[src/rtl/tmr8_pkg.sv]
package tmr8_pkg;

    localparam int CNT_W     = 8;
    localparam int PRE_W_DEF = 10;
    localparam int SEL_W     = 4;
    localparam int SYNC_N    = 2;

    localparam logic [SEL_W-1:0] SEL_EXT = 4'd8;

    typedef enum logic [1:0] {
        MODE_NORMAL = 2'd0,
        MODE_RELOAD = 2'd1,
        MODE_TONE   = 2'd2,
        MODE_PWM    = 2'd3
    } tmr_mode_e;

    typedef enum logic {
        DIR_UP   = 1'b0,
        DIR_DOWN = 1'b1
    } dir_e;

    typedef struct packed {
        logic [CNT_W-1:0] cnt;
        dir_e             dir;
        logic             blk;
    } tmr_state_t;

    typedef struct packed {
        logic ovf;
        logic cmp;
    } tmr_evt_t;

    // log2 of the divide ratio for each prescaler tap
    function automatic logic [3:0] tap_shift(input logic [SEL_W-1:0] sel);
        case (sel)
            4'd1:    return 4'd0;
            4'd2:    return 4'd3;
            4'd3:    return 4'd5;
            4'd4:    return 4'd6;
            4'd5:    return 4'd7;
            4'd6:    return 4'd8;
            4'd7:    return 4'd10;
            default: return 4'd0;
        endcase
    endfunction

    function automatic logic sel_is_tap(input logic [SEL_W-1:0] sel);
        return (sel >= 4'd1) && (sel <= 4'd7);
    endfunction

endpackage

[src/rtl/tmr8_clksel.sv]
module tmr8_clksel
    import tmr8_pkg::*;
#(
    parameter int PRE_W = PRE_W_DEF
) (
    input  logic             clk,
    input  logic             rst,
    input  logic [SEL_W-1:0] sel,
    input  logic             ext_clk,
    output logic             tick
);
    localparam int EDGE_N = SYNC_N + 1;

    logic [PRE_W-1:0]  pre_q;
    logic [SEL_W-1:0]  sel_q;
    logic [EDGE_N-1:0] sync_q;
    logic [PRE_W-1:0]  tap_mask;
    logic              sel_chg;
    logic              ext_rise;

    assign sel_chg  = (sel != sel_q);
    assign tap_mask = ~({PRE_W{1'b1}} << tap_shift(sel));
    assign ext_rise = sync_q[SYNC_N-1] & ~sync_q[SYNC_N];

    always_ff @(posedge clk) begin
        if (rst) begin
            pre_q <= '0;
            sel_q <= '0;
        end else begin
            sel_q <= sel;
            pre_q <= sel_chg ? '0 : pre_q + 1'b1;
        end
    end

    // synchronizer stages plus one edge-detect stage
    genvar g;
    generate
        for (g = 0; g < EDGE_N; g++) begin : g_sync
            always_ff @(posedge clk) begin
                if (rst)         sync_q[g] <= 1'b0;
                else if (g == 0) sync_q[g] <= ext_clk;
                else             sync_q[g] <= sync_q[(g == 0) ? 0 : g-1];
            end
        end
    endgenerate

    always_comb begin
        tick = 1'b0;
        if (!sel_chg) begin
            if (sel_is_tap(sel))    tick = ((pre_q & tap_mask) == tap_mask);
            else if (sel == SEL_EXT) tick = ext_rise;
        end
    end

endmodule

[src/rtl/tmr8_core.sv]
module tmr8_core
    import tmr8_pkg::*;
(
    input  logic             clk,
    input  logic             rst,
    input  logic             tick,
    input  tmr_mode_e        mode,
    input  logic             cnt_we,
    input  logic [CNT_W-1:0] cnt_wdata,
    input  logic             cmp_we,
    input  logic [CNT_W-1:0] cmp_wdata,
    output logic [CNT_W-1:0] count,
    output logic [CNT_W-1:0] cmp_act,
    output dir_e             dir,
    output logic             match,
    output tmr_evt_t         evt
);
    localparam logic [CNT_W-1:0] TOP_V = {CNT_W{1'b1}};
    localparam logic [CNT_W-1:0] BOT_V = '0;
    localparam logic [CNT_W-1:0] ONE_V = {{(CNT_W-1){1'b0}}, 1'b1};

    tmr_state_t       st_q, st_d;
    logic [CNT_W-1:0] shadow_q, act_q;
    logic             at_top, at_bot, hit;

    assign at_top = (st_q.cnt == TOP_V);
    assign at_bot = (st_q.cnt == BOT_V);
    assign hit    = (st_q.cnt == act_q);
    assign match  = tick & hit & ~st_q.blk & ~cnt_we;

    always_comb begin
        st_d = st_q;
        if (cnt_we) begin
            st_d.cnt = cnt_wdata;
            st_d.blk = 1'b1;
        end else if (tick) begin
            st_d.blk = 1'b0;
            case (mode)
                MODE_NORMAL: begin
                    st_d.cnt = st_q.cnt + 1'b1;
                    st_d.dir = DIR_UP;
                end
                MODE_RELOAD, MODE_TONE: begin
                    st_d.cnt = hit ? BOT_V : st_q.cnt + 1'b1;
                    st_d.dir = DIR_UP;
                end
                default: begin
                    if (st_q.dir == DIR_UP) begin
                        st_d.cnt = at_top ? st_q.cnt - 1'b1 : st_q.cnt + 1'b1;
                        st_d.dir = at_top ? DIR_DOWN : DIR_UP;
                    end else begin
                        st_d.cnt = at_bot ? st_q.cnt + 1'b1 : st_q.cnt - 1'b1;
                        st_d.dir = at_bot ? DIR_UP : DIR_DOWN;
                    end
                end
            endcase
        end
    end

    always_comb begin
        evt.cmp = match;
        if (mode == MODE_PWM)
            evt.ovf = tick & ~cnt_we & (st_q.dir == DIR_DOWN) & (st_q.cnt == ONE_V);
        else
            evt.ovf = tick & ~cnt_we & at_top;
    end

    always_ff @(posedge clk) begin
        if (rst) begin
            st_q     <= '{cnt: '0, dir: DIR_UP, blk: 1'b0};
            shadow_q <= '0;
            act_q    <= '0;
        end else begin
            st_q <= st_d;
            if (cmp_we) begin
                shadow_q <= cmp_wdata;
                if (mode != MODE_PWM) act_q <= cmp_wdata;
            end
            if (mode == MODE_PWM && tick && at_top && !cnt_we)
                act_q <= shadow_q;
        end
    end

    assign count   = st_q.cnt;
    assign cmp_act = act_q;
    assign dir     = st_q.dir;

endmodule

[src/rtl/tmr8_wave.sv]
module tmr8_wave
    import tmr8_pkg::*;
(
    input  logic             clk,
    input  logic             rst,
    input  logic             tick,
    input  tmr_mode_e        mode,
    input  dir_e             dir,
    input  logic             match,
    input  logic [CNT_W-1:0] cmp_act,
    output logic             wave
);
    localparam logic [CNT_W-1:0] FULL_V = {CNT_W{1'b1}};

    always_ff @(posedge clk) begin
        if (rst) begin
            wave <= 1'b0;
        end else begin
            case (mode)
                MODE_TONE: begin
                    if (match) wave <= ~wave;
                end
                MODE_PWM: begin
                    if (tick) begin
                        if (cmp_act == '0)         wave <= 1'b0;
                        else if (cmp_act == FULL_V) wave <= 1'b1;
                        else if (match)             wave <= (dir == DIR_DOWN);
                    end
                end
                default: wave <= 1'b0;
            endcase
        end
    end

endmodule

[src/rtl/tmr8_timer.sv]
module tmr8_timer
    import tmr8_pkg::*;
#(
    parameter int PRE_W = PRE_W_DEF
) (
    input  logic             clk,
    input  logic             rst,
    input  logic [SEL_W-1:0] clk_sel,
    input  logic             ext_clk,
    input  logic [1:0]       mode,
    input  logic             cnt_we,
    input  logic [CNT_W-1:0] cnt_wdata,
    input  logic             cmp_we,
    input  logic [CNT_W-1:0] cmp_wdata,
    input  logic [1:0]       flag_clr,
    input  logic [1:0]       irq_mask,
    output logic [CNT_W-1:0] count,
    output logic [CNT_W-1:0] cmp_active,
    output logic             wave_out,
    output logic             ovf_flag,
    output logic             cmp_flag,
    output logic             irq_ovf,
    output logic             irq_cmp
);
    tmr_mode_e mode_e;
    logic      tick;
    logic      match;
    dir_e      dir;
    tmr_evt_t  evt;
    tmr_evt_t  flg_q;

    assign mode_e = tmr_mode_e'(mode);

    tmr8_clksel #(.PRE_W(PRE_W)) u_clksel (
        .clk     (clk),
        .rst     (rst),
        .sel     (clk_sel),
        .ext_clk (ext_clk),
        .tick    (tick)
    );

    tmr8_core u_core (
        .clk       (clk),
        .rst       (rst),
        .tick      (tick),
        .mode      (mode_e),
        .cnt_we    (cnt_we),
        .cnt_wdata (cnt_wdata),
        .cmp_we    (cmp_we),
        .cmp_wdata (cmp_wdata),
        .count     (count),
        .cmp_act   (cmp_active),
        .dir       (dir),
        .match     (match),
        .evt       (evt)
    );

    tmr8_wave u_wave (
        .clk     (clk),
        .rst     (rst),
        .tick    (tick),
        .mode    (mode_e),
        .dir     (dir),
        .match   (match),
        .cmp_act (cmp_active),
        .wave    (wave_out)
    );

    always_ff @(posedge clk) begin
        if (rst) begin
            flg_q <= '0;
        end else begin
            flg_q.ovf <= (flg_q.ovf & ~flag_clr[0]) | evt.ovf;
            flg_q.cmp <= (flg_q.cmp & ~flag_clr[1]) | evt.cmp;
        end
    end

    assign ovf_flag = flg_q.ovf;
    assign cmp_flag = flg_q.cmp;
    assign irq_ovf  = flg_q.ovf & irq_mask[0];
    assign irq_cmp  = flg_q.cmp & irq_mask[1];

endmodule

[config.mk]
export PLATFORM = sky130hd
export DESIGN_NAME = tmr8_timer
export DESIGN_NICKNAME = d
export VERILOG_FILES = /design/src/rtl/tmr8_pkg.sv /design/src/rtl/tmr8_clksel.sv /design/src/rtl/tmr8_core.sv /design/src/rtl/tmr8_wave.sv /design/src/rtl/tmr8_timer.sv
export SDC_FILE = /design/constraint.sdc
export NUM_CORES = 1
export LEC_CHECK = 0
export ABC_AREA = 0
export ABC_CLOCK_PERIOD_IN_PS = 2350
export BUFFER_PORTS_ARGS = -buffer_cell sky130_fd_sc_hd__buf_2
export CAP_MARGIN = 10
export CORE_ASPECT_RATIO = 1.1
export CORE_UTILIZATION = 50
export CTS_CLUSTER_SIZE = 40
export DETAILED_ROUTE_END_ITERATION = 16
export MAX_ROUTING_LAYER = met4
export PLACE_DENSITY_LB_ADDON = 0.15
export SLEW_MARGIN = 40
export SYNTH_ARGS = -nofsm -noshare
export SYNTH_HDL_FRONTEND = slang
export SYNTH_SLANG_ARGS = --single-unit
[constraint.sdc]
create_clock -name clk -period 2.35 [get_ports clk]
set_input_delay 0.47 -clock clk [delete_from_list [all_inputs] [get_ports clk]]
set_output_delay 0.47 -clock clk [all_outputs]
set_load 0.01 [all_outputs]
==> flow_summary.ini <==
[die]
initial_utilization = 0.524
die-area_mm2 = 0.00560
num_rows = 27
core_area_mm2 = 0.00507
fp.dieH_um = 78.4
die_w_um = 71.5
io-pin-count = 52

[clock_network]
h-tree-depth = 2
cts.clk_slew.worst_paths_ns = 0.09
cts-buffers-inserted = 5
holdBufCountCts = 0
cts_tree = built
cts.path.max_buffers = 2
clkSinkCount = 46
clock_latency_ns = 0.30
clockRootBuffer = clkbuf_8

[timing]
worst_slack_ns = 0.0526
min_period_over_period = 0.978
rsz0062_at_grt = true
slew-limit-headroom = 0.723
fmax_ghz = 0.435
max_slew.worst_pin.slew_ns = 0.416
skew_ns = 0.00619
slew_viol_final = 0
setup_violations = 0
final-hold-violation-count = 0
min_period_ns = 2.30

[worst_setup_path]
cp-start-kind = flop
critical_path.endpoint_type = flop
critical_path.slowest_cell = or4_4
crit_chain = inv_4, ha_4, or4bb_4, o21ai_4, or2_4, a41oi_4, or4_4, a311oi_2
r2r_start = u_core.count[1]
max_stage_delay_ns = 0.53
reg2reg_depth = 8
rrSetupSlack_ns = 0.05
crit_type = reg -> reg
worst_ep_arrival_time_ns = 2.51
crit_required_ns = 2.57
cp_max_fo = 4
r2r_end = u_core.count[7]
cp_top_family = simple AND/OR/NAND/NOR gates
path_buf_inv = 1

[global_routing]
antenna_found_initial = 0
grt_usage = 0.248
grt_overflow = 0
grt_max_degree = 21
grt_pass1_wl_um = 10700
grt_pass1_vias = 2297

[hold_path]
worstHoldStart = ext_clk
hp-class = in -> reg
whs_endpoint = u_clksel.sync_q[0]
hold_path_depth = 2

[outcome]
status = finished, final reports clean

[synthesis]
synthArstFlopShare = 0
synthCells = 315
syn_avg_cell_area_um2 = 8.42
syn-num-nets = 355
synth.distinct_cells = 53
synth_flop_cell = dfxtp_1
ys_seq_elements = 46
synth_seq_area_share = 0.347
yosysWarnings = 0
syn_area_mm2 = 0.00265
synth_edf_count = 0

[cells_and_area]
syn_to_final_growth_pct = 20.6
drive_gt1_frac = 0.286
fin_area_mm2 = 0.00320
final_nets = 416
antenna_cells = 0

[drt]
drtAntennaViolNets = 0
drt_pass1_iterations = 4
route.detailed.drc = 0
viasPerCell = 5.57
drt_iter0_markers = 119
wirelength_um = 6420
avgRoutedWirePerCell_um = 14.8
vias = 2424

[place]
placed_cell_area_mm2 = 0.00302
dpl_worst_slack_ns = 0.00595
numPortBuffers = 51
dp_hpwl_um = 4660
routabilityCongestion = 0.853

[run]
maxCapViolCount = 0

[power_and_ir_drop]
ir_drop_uv = 318
pwr_density_cell_mw_per_mm2 = 506
power.leakage_nw = 1.37
[stage by stage]
step           hold WS (ns)  std cells  utilization  total power [mW]  setup TNS, ns
3_5_place_dp          0.427        423        0.596              1.13              0
6_report              0.385        435        0.631              1.62              0
5_1_grt               0.414        435        0.631              1.70        -0.0241
4_1_cts               0.380        431        0.613              1.62              0
3_3_place_gp          0.432        423        0.596              1.13              0
2_1_floorplan         0.414        315            -              1.03              0
[how the worst max path moves through the flow]
| stage | startpoint | end | slack, ns | cells past startpoint |
|---|---|---|---|---|
| 3_5_place_dp | clk_sel[0] | u_core.count[7] | 0.006 | 7 |
| 6_report | u_core.count[1] | u_core.count[7] | 0.05 | 8 |
| 3_3_place_gp | clk_sel[0] | u_core.count[7] | 0.06 | 7 |
| 2_1_floorplan | u_core.count[0] | u_core.count[7] | 0.08 | 9 |
| 5_1_grt | u_core.count[1] | u_core.count[7] | -0.02 | 8 |
| 4_1_cts | u_core.count[2] | u_core.count[7] | 0.04 | 6 |
[power by group]
group | switching, mW | internal (mW)
sequential | 0.0310 | 0.812
combinational | 0.154 | 0.137
clock | 0.275 | 0.210
total | 0.461 | 1.16
[sequential cells by signal, summed over array words and instances (netlist names)]
signal / flops
u_core.st_q: 1
ovf_flag: 1
cmp_flag: 1
u_core.dir: 1
u_core.count: 8
u_core.cmp_act: 8
u_clksel.sync_q: 3
u_clksel.pre_q: 10
u_core.shadow_q: 8
u_wave.wave: 1
u_clksel.sel_q: 4
[per-layer routing]
metal / wire (µm) / track usage / up-vias / share of wire
li1: - / - / 1222 / -
met1: 3020 / 0.325 / 1116 / 0.47
met2: 3010 / 0.400 / 82 / 0.47
met3: 356 / 0.0501 / 4 / 0.055
met4: 43 / 0.0510 / 0 / 0.0067
met5: 0 / - / - / 0
[logic make-up after synthesis]
group                      share of synthesized area
AOI/OAI and AO/OA                              0.137
xor gates and xnor gates                      0.0693
adders and majority gates                     0.0424
buffers and inverters                         0.0651
DFF                                            0.347
muxes                                         0.0608
and+or+nand+nor                                0.279
[Yosys cell counts, drive strengths merged, types with 5 or more instances]
library cell | n | area share
nor2 | 36 | 0.051
nor4 | 6 | 0.014
o21ai | 8 | 0.017
a22oi | 6 | 0.017
dfxtp | 46 | 0.35
nand3b | 11 | 0.031
xnor2 | 8 | 0.026
clkbuf | 10 | 0.015
a31oi | 5 | 0.012
mux2i | 15 | 0.057
buf | 14 | 0.038
or2 | 5 | 0.012
nand3 | 6 | 0.011
a21oi | 12 | 0.023
nand4 | 5 | 0.012
ha | 9 | 0.042
nand2 | 28 | 0.040
xor2 | 13 | 0.043
nor2b | 19 | 0.045
inv | 9 | 0.013
nor3 | 5 | 0.0094
[area by class of cell]
type	instances	area [µm²]
clock inverter	2	13.8
inverter	9	38.8
sequential	46	925
timing repair buffer	78	458
tap	58	72.6
clock buffer	6	72.6
fill	445	1870
multi-input combinational	236	1620
[layout by cell type (no fill, tap or decap), types with 5 or more instances in the layout]
cell type and n:
buf_2 51, dfxtp_1 43, nor2_1 36, nand2_1 28, buf_4 27, nor2b_1 19
mux2i_1 15, xor2_1 13, a21oi_1 12, nand3b_1 11, xnor2_1 8, inv_1 7
o21ai_0 7, ha_1 7, nand3_1 6, a22oi_1 6, a31oi_1 5, nor3_1 5
nor4_1 5, nand4_1 5, clkbuf_8 5
[what timing repair did]
| action | in CTS | in global routing |
|---|---|---|
| gates resized for setup | 0 | 18 |
| setup endpoints to repair | 0 | 4 |
| setup buffers | 0 | 4 |
Power figures use the tool's default switching activity.
